<file path="config.mk">
export PLATFORM = sky130hd
export DESIGN_NAME = ddr3_cke_seq
export DESIGN_NICKNAME = d
export VERILOG_FILES = /design/src/rtl/cke_seq_pkg.sv /design/src/rtl/cke_dn_timer.sv /design/src/rtl/cke_req_check.sv /design/src/rtl/ddr3_cke_seq.sv
export SDC_FILE = /design/constraint.sdc
export NUM_CORES = 1
export LEC_CHECK = 0
export CAP_MARGIN = 40
export CORE_UTILIZATION = 50
export CTS_CLUSTER_DIAMETER = 120
export DETAILED_ROUTE_END_ITERATION = 10
export HOLD_SLACK_MARGIN = 0.15
export PLACE_DENSITY = 0.79
export SLEW_MARGIN = 20
export SYNTH_ARGS = -nofsm -noshare
export SYNTH_HDL_FRONTEND = slang
export SYNTH_SLANG_ARGS = --single-unit
</file>
<file path="constraint.sdc">
create_clock -name clk -period 3.78 [get_ports clk]
set_input_delay 0.756 -clock clk [delete_from_list [all_inputs] [get_ports clk]]
set_output_delay 0.756 -clock clk [all_outputs]
set_load 0.05 [all_outputs]
</file>
<file path="src/rtl/cke_seq_pkg.sv">
package cke_seq_pkg;

  typedef enum logic [2:0] {
    PS_IDLE     = 3'd0,
    PS_ACTIVE   = 3'd1,
    PS_ACT_PD   = 3'd2,
    PS_PRE_PD   = 3'd3,
    PS_SELF_REF = 3'd4,
    PS_SR_EXIT  = 3'd5,
    PS_PD_EXIT  = 3'd6
  } pstate_e;

  typedef enum logic [1:0] {
    OP_PD_ENTER = 2'd0,
    OP_PD_EXIT  = 2'd1,
    OP_SR_ENTER = 2'd2,
    OP_SR_EXIT  = 2'd3
  } lp_op_e;

  // strobe order: chip select, row, column, write enable (all active low)
  typedef struct packed {
    logic cs_n;
    logic ras_n;
    logic cas_n;
    logic we_n;
  } cmd_bus_t;

  localparam cmd_bus_t CMD_DESEL = 4'b1111;
  localparam cmd_bus_t CMD_NOP   = 4'b0111;
  localparam cmd_bus_t CMD_REF   = 4'b0001;

endpackage

</file>
<file path="src/rtl/cke_dn_timer.sv">
module cke_dn_timer #(
  parameter int W = 4
) (
  input  logic         clk,
  input  logic         rst_n,
  input  logic         load,
  input  logic [W-1:0] load_val,
  output logic         done
);
  logic [W-1:0] cnt_q;

  always_ff @(posedge clk or negedge rst_n) begin
    if (!rst_n)              cnt_q <= '0;
    else if (load)           cnt_q <= load_val;
    else if (cnt_q != '0)    cnt_q <= cnt_q - 1'b1;
  end

  assign done = (cnt_q == '0);
endmodule

</file>
<file path="src/rtl/cke_req_check.sv">
module cke_req_check
  import cke_seq_pkg::*;
#(
  parameter int BUSY_W = 4
) (
  input  lp_op_e            op,
  input  pstate_e           cur,
  input  logic              bank_open,
  input  logic [BUSY_W-1:0] busy,
  output logic              legal,
  output pstate_e           nxt,
  output logic              nxt_cke,
  output cmd_bus_t          lead_cmd
);
  logic normal;

  assign normal = (cur == PS_IDLE) || (cur == PS_ACTIVE);

  always_comb begin
    legal    = 1'b0;
    nxt      = cur;
    nxt_cke  = 1'b1;
    lead_cmd = CMD_NOP;
    case (op)
      OP_PD_ENTER: begin
        legal   = normal;
        nxt     = bank_open ? PS_ACT_PD : PS_PRE_PD;
        nxt_cke = 1'b0;
      end
      OP_PD_EXIT: begin
        legal = (cur == PS_ACT_PD) || (cur == PS_PRE_PD);
        nxt   = PS_PD_EXIT;
      end
      OP_SR_ENTER: begin
        legal    = normal && !bank_open && (busy == '0);
        nxt      = PS_SELF_REF;
        nxt_cke  = 1'b0;
        lead_cmd = CMD_REF;
      end
      default: begin
        legal = (cur == PS_SELF_REF);
        nxt   = PS_SR_EXIT;
      end
    endcase
  end
endmodule

</file>
<file path="src/rtl/ddr3_cke_seq.sv">
module ddr3_cke_seq
  import cke_seq_pkg::*;
#(
  parameter int T_CKE   = 3,
  parameter int T_XP    = 4,
  parameter int T_XS    = 96,
  parameter int T_XSDLL = 512,
  parameter int BUSY_W  = 4
) (
  input  logic              clk,
  input  logic              rst_n,
  input  logic              req_valid,
  input  logic [1:0]        req_op,
  output logic              req_ready,
  input  logic              bank_open,
  input  logic [BUSY_W-1:0] op_busy,
  output logic              cke,
  output logic              cs_n,
  output logic              ras_n,
  output logic              cas_n,
  output logic              we_n,
  output logic              bus_own,
  output logic [2:0]        power_state,
  output logic              pd_flag,
  output logic              cmd_ok,
  output logic              rd_ok,
  output logic              req_err
);
  // T_XSDLL is the longest window; every other load fits its width
  localparam int CW = $clog2(T_XSDLL + 1);

  pstate_e  state_q, state_d, nxt_state;
  cmd_bus_t cmd_q, lead_cmd;
  lp_op_e   op;
  logic     cke_q, err_q;
  logic     legal, nxt_cke, fire, accept, in_wait;
  logic     hold_done, exit_done, dll_done;
  logic     exit_load, dll_load;
  logic [CW-1:0] exit_val;

  assign op      = lp_op_e'(req_op);
  assign in_wait = (state_q == PS_SR_EXIT) || (state_q == PS_PD_EXIT);
  assign req_ready = hold_done && !in_wait;
  assign fire    = req_valid && req_ready;
  assign accept  = fire && legal;

  cke_req_check #(.BUSY_W(BUSY_W)) check_i (
    .op        (op),
    .cur       (state_q),
    .bank_open (bank_open),
    .busy      (op_busy),
    .legal     (legal),
    .nxt       (nxt_state),
    .nxt_cke   (nxt_cke),
    .lead_cmd  (lead_cmd)
  );

  // CKE hold window: ready again T_CKE cycles after the change
  cke_dn_timer #(.W(CW)) hold_tmr_i (
    .clk      (clk),
    .rst_n    (rst_n),
    .load     (accept),
    .load_val (CW'(T_CKE - 1)),
    .done     (hold_done)
  );

  assign exit_load = accept && (op == OP_PD_EXIT || op == OP_SR_EXIT);
  assign exit_val  = (op == OP_PD_EXIT) ? CW'(T_XP - 1) : CW'(T_XS - 1);

  cke_dn_timer #(.W(CW)) exit_tmr_i (
    .clk      (clk),
    .rst_n    (rst_n),
    .load     (exit_load),
    .load_val (exit_val),
    .done     (exit_done)
  );

  assign dll_load = accept && (op == OP_SR_EXIT);

  cke_dn_timer #(.W(CW)) dll_tmr_i (
    .clk      (clk),
    .rst_n    (rst_n),
    .load     (dll_load),
    .load_val (CW'(T_XSDLL)),
    .done     (dll_done)
  );

  always_comb begin
    state_d = state_q;
    if (accept) begin
      state_d = nxt_state;
    end else begin
      case (state_q)
        PS_IDLE, PS_ACTIVE:
          state_d = bank_open ? PS_ACTIVE : PS_IDLE;
        PS_SR_EXIT, PS_PD_EXIT:
          if (exit_done) state_d = bank_open ? PS_ACTIVE : PS_IDLE;
        default: ;
      endcase
    end
  end

  always_ff @(posedge clk or negedge rst_n) begin
    if (!rst_n) begin
      state_q <= PS_IDLE;
      cke_q   <= 1'b1;
      cmd_q   <= CMD_DESEL;
      err_q   <= 1'b0;
    end else begin
      state_q <= state_d;
      err_q   <= fire && !legal;
      if (accept) begin
        cke_q <= nxt_cke;
        cmd_q <= lead_cmd;
      end else if (state_d == PS_SR_EXIT || state_d == PS_PD_EXIT) begin
        cmd_q <= CMD_NOP;
      end else begin
        cmd_q <= CMD_DESEL;
      end
    end
  end

  assign cke         = cke_q;
  assign cs_n        = cmd_q.cs_n;
  assign ras_n       = cmd_q.ras_n;
  assign cas_n       = cmd_q.cas_n;
  assign we_n        = cmd_q.we_n;
  assign power_state = state_q;
  assign bus_own     = !(state_q == PS_IDLE || state_q == PS_ACTIVE);
  assign pd_flag     = (state_q == PS_ACT_PD) || (state_q == PS_PRE_PD);
  assign cmd_ok      = (state_q == PS_IDLE) || (state_q == PS_ACTIVE);
  assign rd_ok       = cmd_ok && dll_done;
  assign req_err     = err_q;
endmodule

</file>
* Word-level counts from Yosys, hierarchy flattened *
Cells that the tools add are included.

word-level totals
  register bits after elaboration = 39
  input bits = 10

cells by class
  add/subtract/negate cells = 3
  equality and inequality tests = 11
  mux-type cells = 18
  reduce and logical (&&, ||, !) cells = 33

operators with widths
  kind                     number
  $mux W10                 6
  $logic_not A10 Y1        3
  $reduce_bool A10 Y1      3
  $sub A10 B1 Y10 const B  3
  $eq A3 B3 Y1 const B     5
  $logic_and A1 B1 Y1      9
  $mux W3                  3
  $pmux W3 S3              1
  $mux W4                  2
  $mux W7                  1
  $eq A3 B2 Y1 const B     2
  $pmux W3 S2              1
  $reduce_bool A2 Y1       3
  $reduce_or A2 Y1         3
  $logic_or A1 B1 Y1       5
  $eq A2 B2 Y1 const B     2
  $logic_not A1 Y1         4
  $logic_not A4 Y1         1
  $eq A3 B1 Y1 const B     1
  $logic_not A3 Y1         1
  $mux W1                  3
  $pmux W1 S3              1
  $eq A2 B1 Y1 const B     1
  $logic_not A2 Y1         1

* Longest topological paths before layout *
  word-level depth = 11
  gate-level depth with buffers = 7

* By module *
Synthesis repeated with hierarchy kept, for this count alone.

unflattened totals
  cells, all modules = 268
  area total of the unflattened synthesis = 2,383.5 um^2

modules (own cells, without submodules)
  module         times used  cells an instance  area an instance (um^2)  sequential area each (um^2)
  cke_dn_timer   3           67                 594.3                    250.2
  ddr3_cke_seq   1           48                 467.9                    231.5
  cke_req_check  1           19                 132.6                    0.0

* Worst setup path after synthesis *
Ideal clock, no wire load.

  kind = reg2out
  from = register state_q[2] (netlist: power_state[2])
  to = output port rd_ok
  arrival time = 2,700 ps
  path slack = 324 ps
  stages on the path, launching flop included = 4
  buffers on the path = 0
  cell sequence = dfrtp_1 -> nor2_1 -> inv_1 -> nor2_1

on the way
  word-level cells in the longest chain between the ends = 3

RTL lines
  element                                           line                 text
  from (decl)                                       ddr3_cke_seq.sv:32   pstate_e state_q, state_d, nxt_state;
  from (signal assigned)                            ddr3_cke_seq.sv:110  state_q <= state_d;
  $eq A3 B1 Y1 or $logic_not A3 Y1 (tied branches)  ddr3_cke_seq.sv:131  assign cmd_ok = (state_q == PS_IDLE) || (state_q == PS_ACTIVE);
  $logic_or A1 B1 Y1 (*)                            ddr3_cke_seq.sv:131
  named net cmd_ok                                  ddr3_cke_seq.sv:25   output logic cmd_ok,
  $logic_and A1 B1 Y1 (*)                           ddr3_cke_seq.sv:132  assign rd_ok = cmd_ok && dll_done;
  to (decl)                                         ddr3_cke_seq.sv:26   output logic rd_ok,

The timed path passes the listed nets; every way through them passes the cells marked *.

* Worst setup path after layout *
  from = register dll_tmr_i.cnt_q[0]
  to = output port rd_ok

on the way
  word-level cells in the longest chain between the ends = 2

RTL lines
  element                 line                 text
  from (decl)             cke_dn_timer.sv:10   logic [W-1:0] cnt_q;
  from (signal assigned)  cke_dn_timer.sv:14   else if (load) cnt_q <= load_val;
  from (signal assigned)  cke_dn_timer.sv:15   else if (cnt_q != '0) cnt_q <= cnt_q - 1'b1;
  $logic_not A10 Y1       cke_dn_timer.sv:18   assign done = (cnt_q == '0);
  $logic_and A1 B1 Y1     ddr3_cke_seq.sv:132

Every way passes these cells.

==> results.json <==
{
  "core_mm2": 0.004058,
  "dpl.hpwl_um": 3036,
  "cp_num_buf_inv": 2,
  "die_w_um": 67.32,
  "h-tree-depth": 2,
  "timing.final.crit_share_pct": 96.12,
  "grt_max_degree": 38,
  "final_nets": 251,
  "reg2reg_to": "dll_tmr_i.cnt_q[1]",
  "drc": 0,
  "finalCriticalPeriod_ns": 3.633,
  "finalWirelength_um": 4187,
  "design.die.area_mm2": 0.004532,
  "r2r_slack_ns": 1.41,
  "synth-seq-area-share_pct": 43.58,
  "synth_nets": 225,
  "endpoint_kind": "primary output",
  "drv_slew": 0,
  "grt_overflow": 0,
  "ys_top_cells_by_count": "34 x dfrtp_1, 27 x nor2_1, 12 x a21oi_1, 12 x inv_1, 11 x nand2_1",
  "critical_path_arrival_ns": 2.88,
  "yosysWarnings": 0,
  "cts_sinks": 37,
  "syn_inst": 210,
  "status": "finished clean",
  "wl_per_cell_um": 14.59,
  "max-cap-violations": 0,
  "numCtsBuffers": 5,
  "crit_required_ns": 3.02,
  "yosysMostFrequentCell": "dfrtp_1",
  "vdd_drop_max_v": 0.0002248,
  "synth_top_area_share_pct": 39.88,
  "synth_cell_types": 50,
  "cts_hold_buf": 0,
  "initial_utilization_pct": 52.57,
  "synthTopCellsByArea": "dfrtp_1 40%, nor2_1 4.8%, xnor2_1 4.1%, dfstp_2 3.7%, ha_1 2.9%",
  "detail_route.vias_per_cell": 5.652,
  "clock_skew_ns": 0.009279,
  "n_antenna_cell": 0,
  "port-buffer-count": 22,
  "cts_tree": "built",
  "cts_resized": 0,
  "grt_pass1_wl_um": 7314,
  "drt-pass1-iter-count": 4,
  "relSlewSlack_pct": 51.90,
  "synth_edf_count": 0,
  "postCtsSetupRepairBufs": 0,
  "ff2ff_path_depth": 6,
  "synth_area_leader_cell": "dfrtp_1",
  "tightest_slew_ns": 0.7214,
  "startpoint_type": "register",
  "vias": 1622,
  "hold_violations": 0,
  "cts.clk_slew.worst_paths_ns": 0.07,
  "fp.dieH_um": 67.32,
  "power_density_mw_per_mm2": 360.4,
  "reg2reg_from": "hold_tmr_i.cnt_q[0]",
  "track_usage_pct": 22.12,
  "fmax_ghz": 0.2752,
  "power_uw": 903.5,
  "hold_path_class": "input pin to asynchronous set/reset pin",
  "cts_root_buffer": "clkbuf_8",
  "worst_skew_pair.late_latency_ns": 0.29,
  "clockBufferDepth": 2,
  "p_leak_nw": 1.051,
  "setup_viol": 0,
  "path_cells": "inv_1, ha_1, or4b_1, or3_1, nor2_1, clkdlybuf4s50_1",
  "holdWs_ns": 0.4018,
  "setup_slack_ns": 0.1467,
  "place_congestion": 0.8041,
  "fill_cells": 332,
  "rsz0062_at_grt": "false",
  "syn_to_final_growth_pct": 17.54,
  "drive_above_1_share_pct": 12.66,
  "worstSetupPathType": "register to primary output",
  "avgSynthCellArea_um2": 10.16,
  "path_max_fanout": 7,
  "rows": 23,
  "max_stage_delay_ns": 0.80,
  "tns_ns": 0,
  "ios": 24,
  "ant_nets": 0,
  "synth_async_sr_flop_share_pct": 100.0,
  "grt_pass1_vias": 1585,
  "first_iter_violations": 89,
  "syn_area_mm2": 0.002133,
  "synth-seq-cells": 37,
  "cpLargestDelayFamily": "simple AND/OR/NAND/NOR gates",
  "critPathSlowestCell": "clkdlybuf4s50_1",
  "antenna_found_initial": 0,
  "ys.flop_type": "dfrtp_1",
  "post-place-ws_ns": 0.4550
}
==> cell usage in the layout, fill, tap and decap left out, types with 3 or more instances in the layout <==
cell,netlist,layout
a211oi_1,4,4
a21oi_1,12,12
clkbuf_8,0,6
clkdlybuf4s50_1,0,21
dfrtp_1,34,34
dfstp_2,3,3
ha_1,5,5
inv_1,12,12
mux2_2,4,4
mux2_4,4,4
mux2i_1,4,4
nand2_1,11,11
nor2_1,27,27
nor2b_1,3,3
nor3_1,7,7
nor4_1,4,4
o21ai_0,7,7
o31ai_1,6,6
or3_1,5,5
or4_1,6,6
xnor2_1,10,10
==> layer usage <==
metal  part of all wire [%]  vias up  GRT usage, %
met5                      0        -             0
met4                    1.5        0         7.979
met3                    3.7        7         5.743
met2                     47       24         34.50
met1                     48      777         29.53
li1                       -      814             -
==> worst max-delay path by stage <==
stage / startpoint / to / slack, ns / cells after the start
after global placement: dll_tmr_i.cnt_q[0] / rd_ok / 0.48 / 6
after floorplan: power_state[2] / rd_ok / 0.32 / 3
after detailed placement: dll_tmr_i.cnt_q[0] / rd_ok / 0.45 / 6
after CTS: dll_tmr_i.cnt_q[0] / rd_ok / 0.13 / 6
after global routing: dll_tmr_i.cnt_q[0] / rd_ok / 0.01 / 6
final: dll_tmr_i.cnt_q[0] / rd_ok / 0.15 / 6
==> flip-flops by register name, summed over array words and instances (netlist names) <==
| signal | count |
|---|---|
| cs_n | 1 |
| hold_tmr_i.cnt_q | 10 |
| exit_tmr_i.cnt_q | 10 |
| cke | 1 |
| cas_n | 1 |
| dll_tmr_i.cnt_q | 10 |
| power_state | 3 |
| req_err | 1 |
==> cells by family after synthesis <==
group           Yosys count  synth area share (%)
simple gates             84                 23.46
compound gates           42                 14.66
flops                    37                 43.58
buf+inv                  17                 3.460
xor+xnor                 12                 4.927
mux                      12                 6.804
fa+ha+maj                 5                 2.933
other cells               1                0.1758
==> where the power goes <==
group	total, mW	switching [mW]	internal [mW]
sequential	0.472	0.0389	0.433
combinational	0.149	0.0768	0.0726
clock	0.283	0.134	0.149
total	0.904	0.250	0.654
==> area by class of cell <==
| class | instances | area, µm² | area share (%) |
|---|---|---|---|
| Timing Repair Buffer | 24 | 250.2 | 9.980 |
| Clock buffer | 8 | 90.09 | 3.593 |
| Inverter | 12 | 45.04 | 1.796 |
| Sequential cell | 37 | 929.6 | 37.08 |
| Multi-Input combinational cell | 156 | 1130 | 45.06 |
| Tap cell | 50 | 62.56 | 2.495 |
==> metrics by stage <==
| step | utilization (%) | cell area, µm² | std cells |
|---|---|---|---|
| floorplan | - | 2133 | 210 |
| global placement | 58.90 | 2390 | 278 |
| detailed placement | 58.90 | 2390 | 278 |
| CTS | 61.12 | 2480 | 286 |
| global route | 61.79 | 2507 | 287 |
| finish | 61.79 | 2507 | 287 |
==> worst reg2reg max path, stage by stage (launching register included) <==
cell and delay [ns]:
dfrtp_1 0.41, inv_1 0.12, ha_1 0.21, nor4b_4 0.39, nand3b_4 0.21, a2111oi_4 0.74
a211oi_1 0.14
No activity file was read; power rests on OpenSTA's default activity.
